## src/rtl/gpio_irq_pkg.sv

```systemverilog
package gpio_irq_pkg;
  localparam int unsigned IDX_W = 3;
  localparam int unsigned ACT_W = 2;
  localparam int unsigned IDX_LSB = 8;
  localparam int unsigned ACT_LSB = 2;
  localparam int unsigned NREG = 1 << IDX_W;

  typedef logic [IDX_W-1:0] reg_idx_t;
  typedef logic [ACT_W-1:0] wr_act_t;

  // register indices; order is fixed by the address decode
  localparam reg_idx_t RG_DOUT  = 3'd0;
  localparam reg_idx_t RG_DIN   = 3'd1;
  localparam reg_idx_t RG_OE    = 3'd2;
  localparam reg_idx_t RG_ROUTE = 3'd3;
  localparam reg_idx_t RG_IEN   = 3'd4;
  localparam reg_idx_t RG_LVL   = 3'd5;
  localparam reg_idx_t RG_POL   = 3'd6;
  localparam reg_idx_t RG_STAT  = 3'd7;

  // write actions
  localparam wr_act_t ACT_LOAD = 2'd0;
  localparam wr_act_t ACT_SET  = 2'd1;
  localparam wr_act_t ACT_CLR  = 2'd2;
  localparam wr_act_t ACT_NOP  = 2'd3;
endpackage

```

## src/rtl/gpio_sync.sv

```systemverilog
module gpio_sync #(
  parameter int unsigned W = 32
) (
  input  logic         clk,
  input  logic         rst,
  input  logic [W-1:0] d_i,
  output logic [W-1:0] sync_o,
  output logic [W-1:0] prev_o
);
  logic [W-1:0] stage1;
  logic [W-1:0] stage2;
  logic [W-1:0] delayed;
  logic [1:0]   warm;

  always_ff @(posedge clk) begin
    if (rst) begin
      stage1  <= '0;
      stage2  <= '0;
      delayed <= '0;
      warm    <= '0;
    end else begin
      stage1  <= d_i;
      stage2  <= stage1;
      delayed <= stage2;
      if (warm != 2'd3) warm <= warm + 2'd1;
    end
  end

  assign sync_o = stage2;
  assign prev_o = delayed;


  sync_delay_chk: assert property (@(posedge clk) disable iff (rst)
    (warm >= 2'd2) |-> (sync_o == $past(d_i, 2)));
endmodule

```

## src/rtl/gpio_detect.sv

```systemverilog
module gpio_detect #(
  parameter int unsigned W = 32
) (
  input  logic [W-1:0] cur_i,
  input  logic [W-1:0] prev_i,
  input  logic [W-1:0] route_i,
  input  logic [W-1:0] ien_i,
  input  logic [W-1:0] lvl_i,
  input  logic [W-1:0] pol_i,
  output logic [W-1:0] ev_o
);
  for (genvar p = 0; p < W; p++) begin : g_pin
    logic active;
    logic changed;
    logic hit;
    // active level after polarity: high/rising when pol=1
    assign active  = pol_i[p] ? cur_i[p] : ~cur_i[p];
    assign changed = cur_i[p] ^ prev_i[p];
    assign hit     = lvl_i[p] ? active : (active & changed);
    assign ev_o[p] = hit & route_i[p] & ien_i[p];
  end
endmodule

```

## src/rtl/gpio_irq_bank.sv

```systemverilog
module gpio_irq_bank
  import gpio_irq_pkg::*;
#(
  parameter int unsigned W  = 32,
  parameter int unsigned AW = 12
) (
  input  logic          clk,
  input  logic          rst,
  input  logic          bus_sel,
  input  logic          bus_wr,
  input  logic [AW-1:0] bus_addr,
  input  logic [W-1:0]  bus_wdata,
  output logic [W-1:0]  bus_rdata,
  input  logic [W-1:0]  din_i,
  input  logic [W-1:0]  ev_i,
  output logic [W-1:0]  dout_o,
  output logic [W-1:0]  oe_o,
  output logic [W-1:0]  route_o,
  output logic [W-1:0]  ien_o,
  output logic [W-1:0]  lvl_o,
  output logic [W-1:0]  pol_o,
  output logic [W-1:0]  stat_o
);
  reg_idx_t     idx;
  wr_act_t      act;
  logic         wr_hit;
  logic         rd_hit;
  logic [W-1:0] view [NREG];
  logic         unused_addr;

  assign idx    = bus_addr[IDX_LSB +: IDX_W];
  assign act    = bus_addr[ACT_LSB +: ACT_W];
  assign wr_hit = bus_sel & bus_wr;
  assign rd_hit = bus_sel & ~bus_wr;
  assign unused_addr = ^bus_addr;

  function automatic logic [W-1:0] apply_act(input logic [W-1:0] old,
                                             input logic [W-1:0] wd,
                                             input wr_act_t a);
    case (a)
      ACT_LOAD: apply_act = wd;
      ACT_SET:  apply_act = old | wd;
      ACT_CLR:  apply_act = old & ~wd;
      default:  apply_act = old;
    endcase
  endfunction

  for (genvar k = 0; k < NREG; k++) begin : g_reg
    if (k == int'(RG_DIN)) begin : g_in
      assign view[k] = din_i;
    end else if (k == int'(RG_STAT)) begin : g_stat
      logic [W-1:0] q;
      logic [W-1:0] ack;
      assign ack = (wr_hit && idx == RG_STAT && act == ACT_CLR) ? bus_wdata : '0;
      always_ff @(posedge clk) begin
        if (rst) q <= '0;
        else     q <= (q & ~ack) | ev_i;
      end
      assign view[k] = q;
    end else begin : g_cfg
      logic [W-1:0] q;
      always_ff @(posedge clk) begin
        if (rst) q <= '0;
        else if (wr_hit && idx == reg_idx_t'(k)) q <= apply_act(q, bus_wdata, act);
      end
      assign view[k] = q;
    end
  end

  always_ff @(posedge clk) begin
    if (rst)         bus_rdata <= '0;
    else if (rd_hit) bus_rdata <= view[idx];
  end

  assign dout_o  = view[RG_DOUT];
  assign oe_o    = view[RG_OE];
  assign route_o = view[RG_ROUTE];
  assign ien_o   = view[RG_IEN];
  assign lvl_o   = view[RG_LVL];
  assign pol_o   = view[RG_POL];
  assign stat_o  = view[RG_STAT];


  oe_load_chk: assert property (@(posedge clk) disable iff (rst)
    (wr_hit && idx == RG_OE && act == ACT_LOAD) |=> (oe_o == $past(bus_wdata)));

  oe_nop_chk: assert property (@(posedge clk) disable iff (rst)
    (wr_hit && idx == RG_OE && act == ACT_NOP) |=> $stable(oe_o));

  stat_no_plain_write_chk: assert property (@(posedge clk) disable iff (rst)
    (wr_hit && idx == RG_STAT && act != ACT_CLR && ev_i == '0) |=> $stable(stat_o));

  stat_ack_chk: assert property (@(posedge clk) disable iff (rst)
    (wr_hit && idx == RG_STAT && act == ACT_CLR)
      |=> ((stat_o & $past(bus_wdata) & ~$past(ev_i)) == '0));

  stat_set_source_chk: assert property (@(posedge clk) disable iff (rst)
    ((stat_o & ~$past(stat_o) & ~$past(ev_i)) == '0));
endmodule

```

## src/rtl/gpio_irq_port.sv

```systemverilog
module gpio_irq_port #(
  parameter int unsigned NPIN = 32,
  parameter int unsigned AW   = 12
) (
  input  logic            clk,
  input  logic            rst,
  input  logic            bus_sel,
  input  logic            bus_wr,
  input  logic [AW-1:0]   bus_addr,
  input  logic [NPIN-1:0] bus_wdata,
  output logic [NPIN-1:0] bus_rdata,
  input  logic [NPIN-1:0] pin_in,
  output logic [NPIN-1:0] pin_out,
  output logic [NPIN-1:0] pin_oe,
  output logic            irq
);
  logic [NPIN-1:0] sync_lvl, prev_lvl, ev;
  logic [NPIN-1:0] route, ien, lvl, pol, stat;

  gpio_sync #(.W(NPIN)) u_sync (
    .clk(clk), .rst(rst), .d_i(pin_in), .sync_o(sync_lvl), .prev_o(prev_lvl)
  );

  gpio_detect #(.W(NPIN)) u_detect (
    .cur_i(sync_lvl), .prev_i(prev_lvl), .route_i(route), .ien_i(ien),
    .lvl_i(lvl), .pol_i(pol), .ev_o(ev)
  );

  gpio_irq_bank #(.W(NPIN), .AW(AW)) u_bank (
    .clk(clk), .rst(rst), .bus_sel(bus_sel), .bus_wr(bus_wr),
    .bus_addr(bus_addr), .bus_wdata(bus_wdata), .bus_rdata(bus_rdata),
    .din_i(sync_lvl), .ev_i(ev), .dout_o(pin_out), .oe_o(pin_oe),
    .route_o(route), .ien_o(ien), .lvl_o(lvl), .pol_o(pol), .stat_o(stat)
  );

  always_ff @(posedge clk) begin
    if (rst) irq <= 1'b0;
    else     irq <= |(stat & ien);
  end


  irq_rise_cause_chk: assert property (@(posedge clk) disable iff (rst)
    $rose(irq) |-> $past(stat != '0));

  irq_masked_chk: assert property (@(posedge clk) disable iff (rst)
    ($past(ien) == '0) |-> !irq);
endmodule

```

## config.mk

```make
export PLATFORM = sky130hd
export DESIGN_NAME = gpio_irq_port
export DESIGN_NICKNAME = d
export VERILOG_FILES = /design/src/rtl/gpio_irq_pkg.sv /design/src/rtl/gpio_sync.sv /design/src/rtl/gpio_detect.sv /design/src/rtl/gpio_irq_bank.sv /design/src/rtl/gpio_irq_port.sv
export SDC_FILE = /design/constraint.sdc
export NUM_CORES = 1
export LEC_CHECK = 0
export ABC_AREA = 1
export BUFFER_PORTS_ARGS = -buffer_cell sky130_fd_sc_hd__buf_2
export CAP_MARGIN = 20
export CORE_MARGIN = 1
export CORE_UTILIZATION = 40
export DETAILED_ROUTE_END_ITERATION = 7
export PLACE_DENSITY = 0.56
export SLEW_MARGIN = 30
export SYNTH_ARGS = -nofsm -noshare
export SYNTH_HDL_FRONTEND = slang
export SYNTH_SLANG_ARGS = --single-unit
```

## constraint.sdc

```tcl
create_clock -name clk -period 1.4 [get_ports clk]
set_input_delay 0 -clock clk [delete_from_list [all_inputs] [get_ports clk]]
set_output_delay 0 -clock clk [all_outputs]
set_load 0.01 [all_outputs]
```

==> flow_metrics.env <==
export IMPL_cts_htree_levels=2
export IMPL_synth_warnings=0
export IMPL_wire_per_inst_um=17.33
export IMPL_r2r_cells=6
export IMPL_fin_hold_ws_ns=0.06431
export IMPL_final_nets=3158
export IMPL_worstSetupPathType="in2reg"
export IMPL_final_util=0.5054
export IMPL_multi_input_area_um2=8890
export IMPL_synth_nets=2910
export IMPL_layout_commonest_cell="nand2_1"
export IMPL_hold_violations=0
export IMPL_r2r_start="u_bank.ien_o[15]"
export IMPL_grt_pass1_vias=17930
export IMPL_wl_met3_um=4597
export IMPL_worst_pin_slew_ns=0.3973
export IMPL_endpoint_kind="flop"
export IMPL_yosysSeqAreaShare=0.4033
export IMPL_timing_fmax_mhz=808.1
export IMPL_wl_met1_um=28850
export IMPL_peakVddDrop_mv=0.6648
export IMPL_yosysTopAreaCell="dfxtp_1"
export IMPL_period_needed_ns=1.237
export IMPL_outcome="complete, no violations"
export IMPL_async_flop_share=0
export IMPL_rows=76
export IMPL_avgSynthCellArea_um2=6.198
export IMPL_fin_skew_ns=0.02430
export IMPL_drc_errors=0
export IMPL_gp_congestion=0.8592
export IMPL_p_clk_frac=0.442
export IMPL_p_int_mw=17.27
export IMPL_worst_r2r_setup_slack_ns=0.27
export IMPL_synth_area_um2=17520
export IMPL_synth_top_cell_area_share=0.4033
export IMPL_start_kind="primary input"
export IMPL_areaGrowthSynthToFinish_pct=24.54
export IMPL_synth_seq_cells=353
export IMPL_synth_area_leaders="dfxtp_1 40%, nand2_1 15%, nor2_1 13%, o21ai_0 6.8%, inv_1 5.4%"
export IMPL_top_layer="met4"
export IMPL_antenna_found_initial=2
export IMPL_cts_root_buf="clkbuf_16"
export IMPL_final_cell_area_um2=21820
export IMPL_num_io_pins=177
export IMPL_grt_remaining_overflow=0
export IMPL_grt_util_all_layers=0.2862
export IMPL_path_max_fanout=19
export IMPL_cts_tree="yes"
export IMPL_path_clk_slew_ns=0.06
export IMPL_slew_limit_headroom=0.7351
export IMPL_arrival_ns=1.67
export IMPL_synth_edf_count=0
export IMPL_power_frac_comb=0.115
export IMPL_placed_cell_area_um2=19840
export IMPL_layout_common_cells="673 x nand2_1, 617 x nor2_1, 353 x dfxtp_1"
export IMPL_cts_sinks=353
export IMPL_grt_pass1_wl_um=99470
export IMPL_p_sw_mw=6.210
export IMPL_critPathRequiredTime_ns=1.83
export IMPL_dpl_worst_slack_ns=-0.1158
export IMPL_synth_flop_cell="dfxtp_1"
export IMPL_holdPathStages=5
export IMPL_die_area_um2=44640
export IMPL_core_area_um2=43170
export IMPL_final_period_utilization=0.8839
export IMPL_drt_vias_per_instance=5.178
export IMPL_swShare=0.2645
export IMPL_cts_setup_buffers=0
export IMPL_setup_viol=0
export IMPL_drv_cap=0
export IMPL_p_leak_nw=10.33
export IMPL_r2r_end="irq"
export IMPL_slew_viol_final=0
export IMPL_fp_dieH_um=211.3
export IMPL_hp_start="bus_sel"
export IMPL_start_util=0.4058
export IMPL_grt_setup_unrepaired="no"
export IMPL_dr_wl_met2_um=28640
export IMPL_yosysUniqueCellTypes=23
export IMPL_whs_endpoint="u_bank.bus_rdata[18]"
export IMPL_routed_wl_um=63930
export IMPL_p_seq_frac=0.443
export IMPL_die_w_um=211.3
export IMPL_grt_max_degree=77
export IMPL_syn_inst=2827
export IMPL_port_buffers=169
export IMPL_final_layout_size_suffix_gt1_frac=0.1167
export IMPL_min_path_type="in2reg"
export IMPL_power_mw=23.48
export IMPL_ant_nets=0
export IMPL_pwr_density_cell_nw_per_um2=1076
export IMPL_cts_buffers=41
export IMPL_insertion_delay_ns=0.57
export IMPL_drtIter0Drc=1627
export IMPL_clk_path_buf_depth=3
export IMPL_dpl_hpwl_um=40460
export IMPL_fill_cells=4468
export IMPL_vias=19100
export IMPL_fin_ws_ns=0.1625
export IMPL_seq_area_um2=7067
export IMPL_first_pass_iters=5
worst max path at each step:
stage | start | to | slack, ns | cells after the start
after floorplan | bus_addr[2] | u_bank.lvl_o[11] | 0.23 | 7
after global placement | bus_addr[2] | u_bank.oe_o[19] | -0.07 | 8
after detailed placement | bus_addr[2] | u_bank.oe_o[15] | -0.12 | 8
after CTS | bus_wr | u_bank.oe_o[15] | 0.15 | 8
after global routing | bus_wr | u_bank.oe_o[5] | 0.09 | 8
final | bus_wr | u_bank.dout_o[9] | 0.16 | 8
through the flow:
step / setup TNS, ns / instances
finish: 0 / 3689
global route: 0 / 3687
CTS: 0 / 3687
detailed placement: -2.919 / 3547
global placement: -1.550 / 3547
floorplan: 0 / 2827
registers in the layout, indices dropped and copies added, names as in the netlist:
| name | cells |
|---|---|
| u_bank.route_o | 32 |
| irq | 1 |
| u_bank.stat_o | 32 |
| u_bank.pol_o | 32 |
| u_bank.dout_o | 32 |
| u_bank.ien_o | 32 |
| u_sync.stage1 | 32 |
| u_bank.lvl_o | 32 |
| u_sync.sync_o | 32 |
| u_bank.oe_o | 32 |
| u_sync.prev_o | 32 |
| u_bank.bus_rdata | 32 |
synthesized netlist by cell type (3+ instances only):
master,count
buf_1,16
dfxtp_1,353
o211ai_1,32
o21ai_0,239
nor2_1,618
nand2_1,677
buf_4,5
nand3_1,153
buf_2,45
inv_1,252
a21oi_1,137
ha_1,3
clkbuf_1,76
inv_2,8
o21ai_1,17
nor3_1,186
area by class of cell:
type / instances / share of cell area
Multi-Input combinational cell: 2068 / 0.4074
Sequential cell: 353 / 0.3239
Timing Repair Buffer: 349 / 0.1317
Clock buffer: 61 / 0.05459
Inverter: 262 / 0.04518
Tap cell: 585 / 0.03354
Clock inverter: 9 / 0.003555
Antenna cell: 2 / 0.0002294
cell families (layout without fill, tap and decap cells):
group	after synthesis	after routing	synth area share
AND/OR/NAND/NOR	1638	1638	0.3763
AO/OA/AOI/OAI	427	427	0.1268
buffers and inverters	406	681	0.09141
flip-flops	353	353	0.4033
adder cells (fa/ha/maj)	3	3	0.002143
other	0	2	0
critical path: stages:
cell	delay [ns]
dlygate4sd3_1	0.54
buf_2	0.14
nand2_2	0.13
inv_2	0.12
nand3_2	0.15
buf_12	0.22
nor3_1	0.28
nor2_1	0.08
power by group through the flow:
stage | Clock, mW | Sequential (mW) | Combinational, mW
finish | 10.4 | 10.4 | 2.69
global route | 11.0 | 10.4 | 2.94
CTS | 10.6 | 10.4 | 2.67
detailed placement | 0 | 10.6 | 2.50
global placement | 0 | 10.6 | 2.49
floorplan | 0 | 10.6 | 1.33
timing repair:
item / in CTS / in global routing
hold buffers: 70 / 0
endpoints found under the hold margin: 285 / 0
setup endpoints to repair: 0 / 7
resized for setup: 0 / 1
layer usage:
metal,global-route usage,up-vias
met5,0,-
met4,0.1004,0
met3,0.04639,131
met2,0.4608,709
met1,0.3863,8792
li1,-,9468
No activity file was read; power rests on OpenSTA's default activity.
